[src/rtl/spi_fe_pkg.sv]
package spi_fe_pkg;
  localparam int unsigned PIN_W = 4;

  typedef struct packed {
    logic cs_n;
    logic sck;
    logic mosi;
    logic hold_n;
  } pins_t;

  // select must be seen high before it counts, so it clears to low
  localparam pins_t PINS_RST = '{cs_n: 1'b0, sck: 1'b0, mosi: 1'b0, hold_n: 1'b1};
endpackage

[src/rtl/spi_fe_sync.sv]
module spi_fe_sync #(
  parameter int unsigned W      = 4,
  parameter int unsigned STAGES = 2,
  parameter logic [W-1:0] RST_VAL = '0
) (
  input  logic         clk_i,
  input  logic         rst_ni,
  input  logic         clr_i,
  input  logic [W-1:0] d_i,
  output logic [W-1:0] q_o
);
  logic [W-1:0] stg_q [STAGES];

  for (genvar g = 0; g < STAGES; g++) begin : g_stage
    logic [W-1:0] nxt;
    if (g == 0) begin : g_first
      assign nxt = d_i;
    end else begin : g_rest
      assign nxt = stg_q[g-1];
    end
    always_ff @(posedge clk_i or negedge rst_ni) begin
      if (!rst_ni)    stg_q[g] <= RST_VAL;
      else if (clr_i) stg_q[g] <= RST_VAL;
      else            stg_q[g] <= nxt;
    end
  end

  assign q_o = stg_q[STAGES-1];
endmodule

[src/rtl/spi_fe_ctrl.sv]
module spi_fe_ctrl (
  input  logic clk_i,
  input  logic rst_ni,
  input  logic clr_i,
  input  logic cs_n_i,
  input  logic sck_i,
  input  logic hold_n_i,
  output logic sel_o,
  output logic load_o,
  output logic held_o,
  output logic rise_o,
  output logic fall_o
);
  logic cs_prev_q, sck_prev_q, sel_q, held_q;
  logic cs_fall, gate;

  assign cs_fall = cs_prev_q & ~cs_n_i;

  always_ff @(posedge clk_i or negedge rst_ni) begin
    if (!rst_ni) begin
      cs_prev_q  <= 1'b0;
      sck_prev_q <= 1'b0;
      sel_q      <= 1'b0;
      held_q     <= 1'b0;
    end else if (clr_i) begin
      cs_prev_q  <= 1'b0;
      sck_prev_q <= 1'b0;
      sel_q      <= 1'b0;
      held_q     <= 1'b0;
    end else begin
      cs_prev_q  <= cs_n_i;
      sck_prev_q <= sck_i;
      if (cs_n_i)       sel_q <= 1'b0;
      else if (cs_fall) sel_q <= 1'b1;
      // pause changes only while clock is low
      if (cs_n_i || !sel_q) held_q <= 1'b0;
      else if (!sck_i)      held_q <= ~hold_n_i;
    end
  end

  assign gate   = sel_q & ~held_q & ~cs_n_i;
  assign rise_o = gate & sck_i & ~sck_prev_q;
  assign fall_o = gate & ~sck_i & sck_prev_q;
  assign load_o = cs_fall;
  assign sel_o  = sel_q;
  assign held_o = held_q;
endmodule

[src/rtl/spi_fe_shift.sv]
module spi_fe_shift #(
  parameter int unsigned BYTE_W = 8,
  localparam int unsigned CNT_W = $clog2(BYTE_W)
) (
  input  logic              clk_i,
  input  logic              rst_ni,
  input  logic              clr_i,
  input  logic              load_i,
  input  logic              rise_i,
  input  logic              fall_i,
  input  logic              mosi_i,
  input  logic [BYTE_W-1:0] tx_i,
  output logic [BYTE_W-1:0] rx_o,
  output logic              valid_o,
  output logic              miso_o,
  output logic [CNT_W-1:0]  cnt_o
);
  localparam logic [CNT_W-1:0] LAST = CNT_W'(BYTE_W - 1);

  logic [CNT_W-1:0]  cnt_q;
  logic [BYTE_W-2:0] rx_sh_q;
  logic [BYTE_W-1:0] rx_q, tx_q;
  logic              valid_q;

  always_ff @(posedge clk_i or negedge rst_ni) begin
    if (!rst_ni) begin
      cnt_q   <= '0;
      rx_sh_q <= '0;
      rx_q    <= '0;
      tx_q    <= '0;
      valid_q <= 1'b0;
    end else begin
      valid_q <= 1'b0;
      if (load_i) begin
        tx_q  <= tx_i;
        cnt_q <= '0;
      end else if (clr_i) begin
        cnt_q <= '0;
      end else begin
        if (rise_i) begin
          rx_sh_q <= {rx_sh_q[BYTE_W-3:0], mosi_i};
          cnt_q   <= (cnt_q == LAST) ? '0 : cnt_q + 1'b1;
          if (cnt_q == LAST) begin
            rx_q    <= {rx_sh_q, mosi_i};
            valid_q <= 1'b1;
          end
        end
        if (fall_i) tx_q <= (cnt_q == '0) ? tx_i : {tx_q[BYTE_W-2:0], 1'b0};
      end
    end
  end

  assign rx_o    = rx_q;
  assign valid_o = valid_q;
  assign miso_o  = tx_q[BYTE_W-1];
  assign cnt_o   = cnt_q;
endmodule

[src/rtl/spi_hold_frontend.sv]
module spi_hold_frontend #(
  parameter int unsigned BYTE_W      = 8,
  parameter int unsigned SYNC_STAGES = 2
) (
  input  logic              clk_i,
  input  logic              rst_ni,
  input  logic              pwr_ok_i,
  input  logic              cs_ni,
  input  logic              sck_i,
  input  logic              mosi_i,
  input  logic              hold_ni,
  input  logic              busy_i,
  input  logic [BYTE_W-1:0] tx_byte_i,
  output logic [BYTE_W-1:0] rx_byte_o,
  output logic              rx_valid_o,
  output logic              selected_o,
  output logic              held_o,
  output logic              standby_o,
  output logic              miso_o,
  output logic              miso_oe_o
);
  import spi_fe_pkg::*;
  localparam int unsigned CNT_W = $clog2(BYTE_W);

  pins_t            pins_raw, pins_s;
  logic             pwr_clr, sel, load, rise, fall;
  logic [CNT_W-1:0] bit_cnt;

  assign pwr_clr  = ~pwr_ok_i;
  assign pins_raw = '{cs_n: cs_ni, sck: sck_i, mosi: mosi_i, hold_n: hold_ni};

  spi_fe_sync #(
    .W(PIN_W), .STAGES(SYNC_STAGES), .RST_VAL(PINS_RST)
  ) u_sync (
    .clk_i(clk_i), .rst_ni(rst_ni), .clr_i(pwr_clr),
    .d_i(pins_raw), .q_o(pins_s)
  );

  spi_fe_ctrl u_ctrl (
    .clk_i(clk_i), .rst_ni(rst_ni), .clr_i(pwr_clr),
    .cs_n_i(pins_s.cs_n), .sck_i(pins_s.sck), .hold_n_i(pins_s.hold_n),
    .sel_o(sel), .load_o(load), .held_o(held_o),
    .rise_o(rise), .fall_o(fall)
  );

  spi_fe_shift #(.BYTE_W(BYTE_W)) u_shift (
    .clk_i(clk_i), .rst_ni(rst_ni), .clr_i(~sel),
    .load_i(load), .rise_i(rise), .fall_i(fall),
    .mosi_i(pins_s.mosi), .tx_i(tx_byte_i),
    .rx_o(rx_byte_o), .valid_o(rx_valid_o),
    .miso_o(miso_o), .cnt_o(bit_cnt)
  );

  assign selected_o = sel;
  assign miso_oe_o  = sel & ~held_o;
  assign standby_o  = pwr_ok_i & pins_s.cs_n & ~busy_i;
endmodule

[config.mk]
export PLATFORM = sky130hd
export DESIGN_NAME = spi_hold_frontend
export DESIGN_NICKNAME = d
export VERILOG_FILES = /design/src/rtl/spi_fe_pkg.sv /design/src/rtl/spi_fe_sync.sv /design/src/rtl/spi_fe_ctrl.sv /design/src/rtl/spi_fe_shift.sv /design/src/rtl/spi_hold_frontend.sv
export SDC_FILE = /design/constraint.sdc
export NUM_CORES = 1
export LEC_CHECK = 0
export ABC_AREA = 1
export BUFFER_PORTS_ARGS = -buffer_cell sky130_fd_sc_hd__buf_2
export CELL_PAD_IN_SITES_DETAIL_PLACEMENT = 1
export CELL_PAD_IN_SITES_GLOBAL_PLACEMENT = 1
export CORE_AREA = 2 2 69 71
export CTS_CLUSTER_SIZE = 8
export DETAILED_ROUTE_END_ITERATION = 8
export DIE_AREA = 0 0 71 73
export PLACE_DENSITY = 0.85
export SYNTH_ARGS = -nofsm -noshare
export SYNTH_HDL_FRONTEND = slang
export SYNTH_SLANG_ARGS = --single-unit
export TNS_END_PERCENT = 10
[constraint.sdc]
create_clock -name clk_i -period 1.4 [get_ports clk_i]
set_input_delay 0.14 -clock clk_i [delete_from_list [all_inputs] [get_ports clk_i]]
set_output_delay 0.14 -clock clk_i [all_outputs]
set_load 0.02 [all_outputs]
==> impl_results.md <==
* Static leakage at 1.29 nW
* Max-slew violation count at 0
* Worst-path fanout max at 9
* Maximum ir drop on the vdd rail at a little under 500 uV
* Ant. Diodes at 0
* Part of the Yosys area used for sequential elements at 55.1%
* Sum of met2 wire segment lengths after detailed routing at roughly 2.0 mm
* Syn Std Cell Area at 0.00178 mm^2
* Via count of the first global-routing pass at 1,525
* Via-to-Cell Ratio at about 4.8
* First drt pass iteration count at 4
* Count of max-cap constraint violations at 0
* Setup repair after global routing missed its margin: true
* Syn Nets at approximately 220
* Placed insts at 285
* Number of antenna-violating nets in the routed design at 0
* Pin count of the biggest net entering global routing at 40
* Relative area change from synthesis to final layout at 19.7%
* FF+latch count, synth at 39
* Worst hold path class: in2reg
* Max H-tree Level at 2
* Setup WS pre-CTS at between 40 and 50 ps
* Remaining max-slew budget at the tightest pin at around 86%
* CTS buffer count at 5
* Quantity of I/O buffers inserted on ports at 29
* Clock transition at path regs at 70 ps
* Number of distinct standard cells referenced by the synthesized netlist at 20
* Nature of the critical path startpoint: flip-flop
* Gr usage total at 17.2%
* Minimum clock period after layout at between 1000 and 1500 ps
* Average cell area after synthesis at between 8 and 9 um^2
* NumNets Final at roughly 260
* Drt first-iter violations at 42
* Worst Skew at just under 8 ps
* Synthesized instance count at between 200 and 250
* TritonCTS clock tree: yes
* Core area at ~0.0045 mm^2
* Data arrival time of the critical path at 1550 ps
* Worst-case clock buffer depth at 2
* Site Rows at 25
* Ports at 30
* Slowest cell on the critical path: sky130_fd_sc_hd__dfrtp_1
* Clk Latency, worst-skew pair at 290 ps
* Number of antenna violations at the first check in global routing at 0
* Finish-stage setup viols at 0
* Final core area utilization at about 47%
* Starting utilization of the core area at between 30% and 40%
* Delay of the slowest cell on the worst path at 420 ps
* Layout cell share with drive strength beyond 1 at roughly a quarter
* Least-Margin Pin Slew at about 210 ps
* RD Place Congestion at 0.771
* Outcome: finished clean
* Ys Warns at 0
* Residual overflow from global routing at 0
* Met3 WL post-DR at approximately 150 um
* Critical path required time at around 1600 ps
* Die span in y at around 73 um
* Top Layer Used: met4
* Residual DRC count at 0
* Num Clock Sinks at 39
* Met1 wire length at ~1.7 mm
* Clock Tree Root: sky130_fd_sc_hd__clkbuf_8
* Fraction of the cycle the final worst path needs at a little over nine tenths
* Worst-case register-to-register setup slack at approximately 80 ps
* Routed wire length at about 3.9 mm
* Floorplan die area at a little over 0.005 mm^2
* Pwr/cell area at between 1000 and 1500 mW/mm^2
* Number of endpoints with negative hold slack in the final report at 0
* Pwr Total at 2.36 mW
* Average routed wire per standard cell at between 10 and 15 um
* Ordered cell list for the critical path: ha_1 -> ha_1 -> inv_1 -> nor2_8 -> nand2_4 -> nand2_1 -> nand2_1
* Placed wire-length estimate after detailed placement at between 2 and 3 mm
* Nature of the critical path endpoint: flip-flop
* Count of fill cells added during filler insertion at between 500 and 600
* Number of vias in the routed layout at approximately 1,400
* Number of non-filler instances in the completed layout at approximately 300
* Kind of critical path: reg2reg
* First-pass GRT wire length at ~6.9 mm
* Die extent in x at 71 um
* Least setup slack across all paths after layout at about 80 ps
* Fmax at around 760 MHz
-- through the flow --
stage                     TNS (ps)  hold WS, ps  instance area [um^2]
final                            0         35.2                  2130
after global routing         -38.4         36.9                  2130
after CTS                        0         25.8                  2130
after detailed placement         0          125                  2000
after global placement           0          125                  2000
after floorplan                  0         -156                  1780
-- area by class of cell --
type | instances | area (um^2) | area share, %
timing repair buffer | 35 | 218 | 10.2
sequential | 39 | 978 | 46.0
clock inverter | 2 | 37.5 | 1.76
clock buffer | 6 | 72.6 | 3.41
tap | 54 | 67.6 | 3.18
multi-input combinational | 137 | 674 | 31.7
inverter | 21 | 78.8 | 3.71
-- power by group --
part | total (mW) | leakage (nW) | internal, mW | switching (mW)
sequential | 1.24 | 0.518 | 1.20 | 0.0418
combinational | 0.186 | 0.719 | 0.0758 | 0.111
clock | 0.934 | 0.0514 | 0.532 | 0.402
-- Yosys cell counts (all sizes together) --
| library cell | number | area [um^2] |
|---|---|---|
| a21boi | 1 | 7.51 |
| or2 | 2 | 12.5 |
| ha | 3 | 37.5 |
| inv | 21 | 78.8 |
| nor2 | 7 | 52.6 |
| nand3 | 37 | 190 |
| a21oi | 2 | 10.0 |
| dfstp | 2 | 52.6 |
| buf | 6 | 47.5 |
| dfrtp | 37 | 926 |
| nand2 | 85 | 362 |
-- cells in the final DEF (no fill, tap or decap) --
cell,n
sky130_fd_sc_hd__a21oi_1,2
sky130_fd_sc_hd__dlygate4sd3_1,1
sky130_fd_sc_hd__buf_12,2
sky130_fd_sc_hd__inv_2,2
sky130_fd_sc_hd__clkinvlp_4,1
sky130_fd_sc_hd__or2_2,2
sky130_fd_sc_hd__nor2_4,1
sky130_fd_sc_hd__ha_1,3
sky130_fd_sc_hd__clkbuf_8,5
sky130_fd_sc_hd__nand2_2,3
sky130_fd_sc_hd__nand2_4,5
sky130_fd_sc_hd__dfrtp_1,37
sky130_fd_sc_hd__nor2_1,4
sky130_fd_sc_hd__bufinv_16,1
sky130_fd_sc_hd__nand3_1,36
sky130_fd_sc_hd__clkbuf_1,1
sky130_fd_sc_hd__nand2_1,77
sky130_fd_sc_hd__inv_1,19
sky130_fd_sc_hd__nor2_8,1
sky130_fd_sc_hd__nor2_2,1
sky130_fd_sc_hd__a21boi_1,1
sky130_fd_sc_hd__buf_2,29
sky130_fd_sc_hd__buf_4,3
sky130_fd_sc_hd__nand3_2,1
sky130_fd_sc_hd__dfstp_2,2
-- path summary, 6_finish.rpt --
path	startpoint	end	cells past startpoint
setup / recovery	u_shift.cnt_o[0]	u_shift.rx_o[0]	7
hold / removal	mosi_i	u_sync.g_stage[1].nxt[1]	3
setup reg to reg	u_shift.cnt_o[0]	u_shift.rx_o[0]	7
hold reg to reg	u_sync.g_stage[1].nxt[3]	u_sync.q_o[3]	2
max in group asynchronous	rst_ni	u_sync.g_stage[1].nxt[0]	3
min in group asynchronous	rst_ni	u_shift.rx_o[2]	3
-- critical path, delay by kind of cell, from the launching register on --
family	cells	cell delay [ps]
buf+inv	1	140
flops	1	420
simple gates	4	310
fa+ha+maj	2	390
-- repair_timing --
item / in CTS / in global routing
pin swaps: 0 / 1
endpoints found under the setup margin: 1 / 9
hold buffers: 1 / 0
endpoints found under the hold margin: 37 / 0
buffers inserted: 0 / 0
gates resized for setup: 1 / 1
-- logic make-up after synthesis --
logic type / share of synthesized area (%)
adders and majority gates: 2.11
and+or+nand+nor: 34.7
AOI/OAI and AO/OA: 0.986
buffers and inverters: 7.11
DFF: 55.1
-- routing by layer --
| metal | track usage, % | vias to the layer above |
|---|---|---|
| met2 | 31.0 | 26 |
| met4 | 7.13 | 0 |
| met3 | 4.28 | 7 |
| met1 | 19.5 | 680 |
| met5 | 0 | - |
| li1 | - | 701 |
-- sequential cells by signal (all words and copies together) (netlist names) --
name and cells:
u_ctrl.cs_prev_q 1, u_ctrl.held_o 1, u_ctrl.sck_prev_q 1, u_ctrl.sel_o 1, u_shift.cnt_o 3, u_shift.rx_o 8, u_shift.rx_sh_q 7, u_shift.tx_q 8
u_shift.valid_o 1, u_sync.g_stage.nxt 4, u_sync.q_o 4
No activity file was read; power rests on OpenSTA's default activity.
